### src/rtl/eeprom_cmd_seq.sv
module eeprom_cmd_seq #(
  parameter int          AW       = 16,
  parameter logic [3:0]  DEV_CODE = 4'b1010
) (
  input  logic          clk,
  input  logic          rst_n,
  input  logic          req_valid,
  input  logic          req_rd,
  input  logic          req_ext,
  input  logic [2:0]    req_sel,
  input  logic [AW-1:0] req_addr,
  input  logic [7:0]    req_wdata,
  output logic          busy,
  output logic          done,
  output logic [7:0]    rd_data,
  output logic          err,
  output logic [2:0]    err_code,
  output logic          cmd_valid,
  output logic [1:0]    cmd_op,
  output logic [7:0]    cmd_data,
  output logic          cmd_nack,
  input  logic          cmd_done,
  input  logic          rx_ack,
  input  logic [7:0]    rx_data
);

  typedef enum logic [3:0] {
    IDLE, START, CTLW, AHI, ALO, WDAT, RSTA, CTLR, RDAT, STOP
  } st_t;

  localparam logic [1:0] OP_START = 2'd0;
  localparam logic [1:0] OP_STOP  = 2'd1;
  localparam logic [1:0] OP_SEND  = 2'd2;
  localparam logic [1:0] OP_RECV  = 2'd3;

  st_t           st;
  logic          q_rd, q_ext;
  logic [2:0]    q_sel;
  logic [AW-1:0] q_addr;
  logic [7:0]    q_wdata;
  logic [7:0]    hi_byte;
  logic [2:0]    sel_bits;
  logic          step;

  assign busy      = (st != IDLE);
  assign cmd_valid = busy;
  assign cmd_nack  = (st == RDAT);
  assign step      = cmd_valid && cmd_done;
  assign sel_bits  = q_ext ? q_sel : q_addr[10:8];
  assign hi_byte   = 8'(q_addr >> 8);

  always_comb begin
    cmd_op   = OP_SEND;
    cmd_data = 8'h00;
    case (st)
      START, RSTA: cmd_op = OP_START;
      STOP:        cmd_op = OP_STOP;
      RDAT:        cmd_op = OP_RECV;
      CTLW:        cmd_data = {DEV_CODE, sel_bits, 1'b0};
      CTLR:        cmd_data = {DEV_CODE, sel_bits, 1'b1};
      AHI:         cmd_data = hi_byte;
      ALO:         cmd_data = q_addr[7:0];
      WDAT:        cmd_data = q_wdata;
      default:     ;
    endcase
  end

  always_ff @(posedge clk or negedge rst_n) begin
    if (!rst_n) begin
      st       <= IDLE;
      q_rd     <= 1'b0;
      q_ext    <= 1'b0;
      q_sel    <= '0;
      q_addr   <= '0;
      q_wdata  <= '0;
      done     <= 1'b0;
      rd_data  <= '0;
      err      <= 1'b0;
      err_code <= '0;
    end else begin
      done <= 1'b0;
      if (st == IDLE) begin
        if (req_valid) begin
          q_rd     <= req_rd;
          q_ext    <= req_ext;
          q_sel    <= req_sel;
          q_addr   <= req_addr;
          q_wdata  <= req_wdata;
          err      <= 1'b0;
          err_code <= '0;
          st       <= START;
        end
      end else if (step) begin
        case (st)
          START: st <= CTLW;
          CTLW:
            if (rx_ack) st <= q_ext ? AHI : ALO;
            else begin st <= STOP; err <= 1'b1; err_code <= 3'd1; end
          AHI:
            if (rx_ack) st <= ALO;
            else begin st <= STOP; err <= 1'b1; err_code <= 3'd2; end
          ALO:
            if (rx_ack) st <= q_rd ? RSTA : WDAT;
            else begin st <= STOP; err <= 1'b1; err_code <= 3'd3; end
          WDAT: begin
            st <= STOP;
            if (!rx_ack) begin err <= 1'b1; err_code <= 3'd4; end
          end
          RSTA: st <= CTLR;
          CTLR:
            if (rx_ack) st <= RDAT;
            else begin st <= STOP; err <= 1'b1; err_code <= 3'd5; end
          RDAT: begin
            rd_data <= rx_data;
            st      <= STOP;
          end
          STOP: begin
            st   <= IDLE;
            done <= 1'b1;
          end
          default: st <= IDLE;
        endcase
      end
    end
  end

endmodule

### config.mk
export PLATFORM = sky130hd
export DESIGN_NAME = eeprom_cmd_seq
export DESIGN_NICKNAME = d
export VERILOG_FILES = /design/src/rtl/eeprom_cmd_seq.sv
export SDC_FILE = /design/constraint.sdc
export NUM_CORES = 1
export LEC_CHECK = 0
export CAP_MARGIN = 20
export CORE_MARGIN = 2
export CORE_UTILIZATION = 42
export DETAILED_ROUTE_END_ITERATION = 10
export PLACE_DENSITY = 0.81
export SYNTH_ARGS = -nofsm -noshare
export SYNTH_HDL_FRONTEND = slang
export SYNTH_SLANG_ARGS = --single-unit
### constraint.sdc
create_clock -name clk -period 2 [get_ports clk]
set_clock_uncertainty 0.2 [all_clocks]
set_input_delay 0.4 -clock clk [delete_from_list [all_inputs] [get_ports clk]]
set_output_delay 0.4 -clock clk [all_outputs]
set_load 0.005 [all_outputs]
After elaboration in Yosys (flattened, before gate mapping)
Index checks and enable logic that the tools add are counted.
- mux-type cells: 30
- bitwise gates (word level): 1
- equal/unequal tests: 16
- reduce and logical (&&, ||, !) cells: 14
- operator list (kind ; count):
    $pmux W8 S5 ; 1
    $mux W3 ; 10
    $pmux W4 S7 ; 1
    $mux W4 ; 6
    $eq A4 B3 Y1 const B ; 4
    $ne A3 B3 Y1 const B ; 5
    $pmux W3 S5 ; 1
    $mux W1 ; 9
    $eq A4 B2 Y1 const B ; 2
    $eq A4 B4 Y1 const B ; 2
    $reduce_and A8 Y1 ; 1
    $pmux W2 S3 ; 1
    $reduce_bool A6 Y1 ; 1
    $reduce_or A5 Y1 ; 1
    $eq A4 B1 Y1 const B ; 1
    $logic_not A4 Y1 ; 1
    $reduce_and A2 Y1 ; 2
    $reduce_and A4 Y1 ; 1
    $reduce_bool A2 Y1 ; 2
    $reduce_bool A4 Y1 ; 1
    $reduce_or A2 Y1 ; 2
    $reduce_and A3 Y1 ; 1
    $mux W2 ; 1
    $ne A2 B1 Y1 const B ; 1
    other kinds (3) ; 3
- word-level logic and storage cells: 71
- register bits: 46
- input bits: 42
- output and inout bits: 26

Logic depth before layout (Yosys ltp)
- word-level depth: 5
- mapped depth: 6

Least setup slack after synthesis
No wires, ideal clock.
- kind: register -> register
- start point: register st[0]
- end point: register err_code[0]
- cell stages (with the launch flop): 6
- arrival: 1742 ps
- setup slack: -70 ps
- clock period less this slack: 2070 ps
- setup time: 128 ps
- path through: dfrtp_1 buf_6 or4_4 mux2_4 nand3_2 mux2_1
- cells in the longest elaborated chain, start to end: 4
- elaborated cells between the ends (all ways): 20
- ends and longest elaborated chain (element ; RTL line ; source):
    from (decl) ; 36 ; st_t st;
    from (signal assigned) ; 97 ; if (rx_ack) st <= q_ext ? AHI : ALO;
    from (signal assigned) ; 103 ; if (rx_ack) st <= q_rd ? RSTA : WDAT;
    $reduce_bool A4 Y1 ; 45 ; assign busy = (st != IDLE);
    via busy ; 13 ; output logic busy,
    $logic_and A1 B1 Y1 ; 48 ; assign step = cmd_valid && cmd_done;
    $reduce_bool A2 Y1 (no source line) ; n/a ;
    $reduce_and A8 Y1 (no source line) ; n/a ;
    to (signal assigned) ; 79 ; err_code <= '0;
    to (signal assigned) ; 90 ; err_code <= '0;
    to (signal assigned) ; 98 ; else begin st <= STOP; err <= 1'b1; err_code <= 3'd1; end
    to (decl) ; 17 ; output logic [2:0] err_code,
The timed path passes the listed nets, and every way through them passes these cells. The select of a mux whose other input is x is not followed.
A chain may end at the register's enable or synchronous reset.

Worst setup path after layout
- start point: register st[0]
- end point: output port cmd_data[2]
- cells in the longest elaborated chain, start to end: 2
- elaborated cells between the ends (all ways): 6
- ends and longest elaborated chain (element ; RTL line ; source):
    $eq A4 B3 Y1 or $eq A4 B2 Y1 (tied branches) ; 55 ; case (st)
    $pmux W8 S5 (*) ; 55 ;
    to (decl) ; 20 ; output logic [7:0] cmd_data,
Every way passes the cells marked *; elsewhere a longest branch is shown, timed or not.

==> results by group <==
Placed design
  – Placer Congestion: 0.8255
  – DP Wirelength: 4352 um
  – Placed Area: 3277 um^2
  – Post-Place Worst Slack: -361.8 ps
  – PortBufs: 67

Timing
  – Unrepaired setup endpoints after global routing: true
  – Slew HR: 0.6491
  – Final setup fails: 26
  – Final setup margin: -435.1 ps
  – Fmax: 0.4107 GHz
  – Post-route setup TNS: -7276 ps
  – Fin crit share: 1.218
  – Hold_ws: 307.6 ps
  – Final Hold Viols: 0
  – Max Slew Vio Count: 0
  – Post-layout min period: 2435 ps
  – Worst-margin pin slew: 526.4 ps

Power
  – Static Leak: 1.699 nW
  – PwrDens: 1475 nW/um^2
  – PnR Total Power: 5.597 mW
  – VDD IR max: 0.8007 mV

Finish
  – Fin area: 3794 um^2
  – Fraction of layout cells with a size suffix above 1: 0.5015
  – Most frequent cells in the layout: clkdlybuf4s50_1, buf_4, dfrtp_1, mux2_2, buf_6
  – N_diodes: 0
  – Nets: 370
  – Synth-to-Final Area Change: 68.44%
  – Most common cell after layout, fill and taps aside: clkdlybuf4s50_1

Yosys
  – Async SR Flop Fraction: 1.000
  – Cell Area, Synth: 2252 um^2
  – EDFF count, synth: 0
  – YS warnings: 0
  – Synth area leaders: dfrtp_1, mux2_2, nand2_1
  – Post-synth top area share: 0.5111
  – Register bit total from synthesis: 46
  – Syn Area/Cell: 11.43 um^2
  – Synthesized netlist cell count: 197
  – Top_reg_cell synth: dfrtp_1
  – Count of different cell masters after synthesis: 41
  – Syn nets: 239
  – Sequential-to-total area share from yosys stat: 0.5111
  – Synth area leader: dfrtp_1

Clock tree
  – Htree depth: 2
  – TritonCTS clock tree: done
  – Clock sink total: 46
  – Clk_lat worst skew: 300 ps
  – Clock Tree Buf Depth: 2
  – Clk pin slew, worst setup/hold paths: 80 ps
  – Clock buffer count from CTS: 5
  – Clock root buffer: clkbuf_8

Routing
  – Initial DRC count: 167
  – Via count: 2,178
  – DRC errors left: 0
  – WL/cell: 18.98 um
  – Final ANT Viol Nets: 0
  – Post-Route WL: 7573 um
  – Vias/cell: 5.459
  – Drt pass-1 iters: 4

Setup path
  – Startpoint types: flop
  – CP Data Required Time: 1400 ps
  – CP max-delay cell: dfrtp_2
  – Worst R2R Path Depth: 6
  – Critical path depth in cells: 6
  – Kind of cell adding the most delay to the critical path: flip-flops
  – Worst stage delay on the critical path: 500 ps
  – Worst path buffer plus inverter count: 2
  – Crit path kind: reg2out
  – Worst-path cell chain: buf_6, xnor2_2, and2_4, a222oi_1, o21ai_1, buf_2
  – CP arrival: 1840 ps
  – Critical Path Sink Type: primary output
  – Critical Path Fanout Max: 6

Global route
  – Tot GR Track Use: 0.2536
  – Vias in the first global route: 2,375
  – Initial antenna violation count: 0
  – First-pass GRT wire length: 11,670 um
  – Gr ovfl total: 0
  – Largest net degree at the start of global routing: 28

Floorplanning
  – Die Ht: 77.23 um
  – Die W: 77.23 um
  – Core Area: 5140 um^2
  – Full die area: 5964 um^2
  – Site row count: 26
  – Initial Utilization: 0.4382
  – I/O pins: 68

Status
  – Outcome: complete, but fails checks
  – Failing checks: setup timing

Flow run
  – Max Cap Viol: 0

Min path
  – Hold Crit Depth: 1
  – HP Class: reg2reg
## metrics by stage
stage / utilization / cells
2_1_floorplan: - / 197
3_3_place_gp: 0.6375 / 361
3_5_place_dp: 0.6375 / 361
4_1_cts: 0.7154 / 393
5_1_grt: 0.7381 / 399
6_report: 0.7381 / 399
## where the power goes
group,switching [mW],internal [mW]
Combinational,1.31,1.95
Clock,0.312,0.286
Sequential,0.350,1.39
## routing by layer
metal	wire [um]	vias up	GRT usage
met2	3935	100	0.4270
li1	-	969	-
met1	2929	1076	0.2895
met3	453	33	0.07059
met5	0	-	0
met4	255	0	0.1411
## cell families (layout without fill, tap and decap cells)
group                     count (synthesis)  after routing  synth area share
and+or+nand+nor                          48             48            0.1095
AOI/OAI and AO/OA                        37             37            0.1106
muxes                                    44             44            0.2211
DFF                                      46             46            0.5111
buffers and inverters                    21            153           0.04389
xor gates and xnor gates                  1              1          0.003890
## sequential cells by signal, summed over array words and instances (netlist names)
name,flops
q_rd,1
st,4
err,1
q_ext,1
q_addr,16
q_sel,3
err_code,3
rd_data,8
done,1
q_wdata,8
## synth_stat cells, types with 3 or more instances
| cell type | instances |
|---|---|
| clkbuf_1 | 8 |
| o21ai_0 | 10 |
| a22oi_1 | 4 |
| a21oi_1 | 6 |
| nand2_1 | 17 |
| nand3_1 | 4 |
| mux2_2 | 40 |
| buf_2 | 4 |
| nor2_1 | 7 |
| dfrtp_1 | 46 |
| inv_1 | 6 |
| nor2b_1 | 3 |
## worst reg2reg max path, stage by stage (launching register included)
cell,delay (ps)
dfrtp_2,500
buf_4,170
buf_6,120
or4_4,550
mux2_4,350
nand3_4,90
mux2_4,300
## path summary, 6_finish.rpt
| kind | start | to | slack [ps] |
|---|---|---|---|
| worst min register to register | rd_data[4]$_DFFE_PN0P_ | rd_data[4]$_DFFE_PN0P_ | 310 |
| max in group asynchronous | rst_n | st[2]$_DFFE_PN0N_ | 650 |
| min in group asynchronous | rst_n | err_code[2]$_DFFE_PN0P_ | 400 |
| worst max register to register | st[0]$_DFFE_PN0N_ | err_code[2]$_DFFE_PN0P_ | -390 |
| worst max-delay path | st[0]$_DFFE_PN0N_ | cmd_data[2] | -440 |
| worst min-delay path | rd_data[4]$_DFFE_PN0P_ | rd_data[4]$_DFFE_PN0P_ | 310 |
## repair_timing
| action | 4_1_cts | 5_1_grt |
|---|---|---|
| pin swaps | 24 | 12 |
| hold buffers | 1 | 0 |
| buffers inserted | 23 | 10 |
| resized for setup | 102 | 20 |
| endpoints found under the setup margin | 26 | 56 |
| hold endpoints to repair | 19 | 0 |
## area by class of cell
cell class | count | area [um^2]
Sequential cell | 46 | 1155
Timing Repair Buffer | 139 | 1250
Fill cell | 346 | 1346
Clock buffer | 7 | 86.33
Multi-Input combinational cell | 130 | 1184
Tap cell | 70 | 87.58
Inverter | 6 | 22.52
Clock inverter | 1 | 8.758
(Power assumes the default switching activity.)
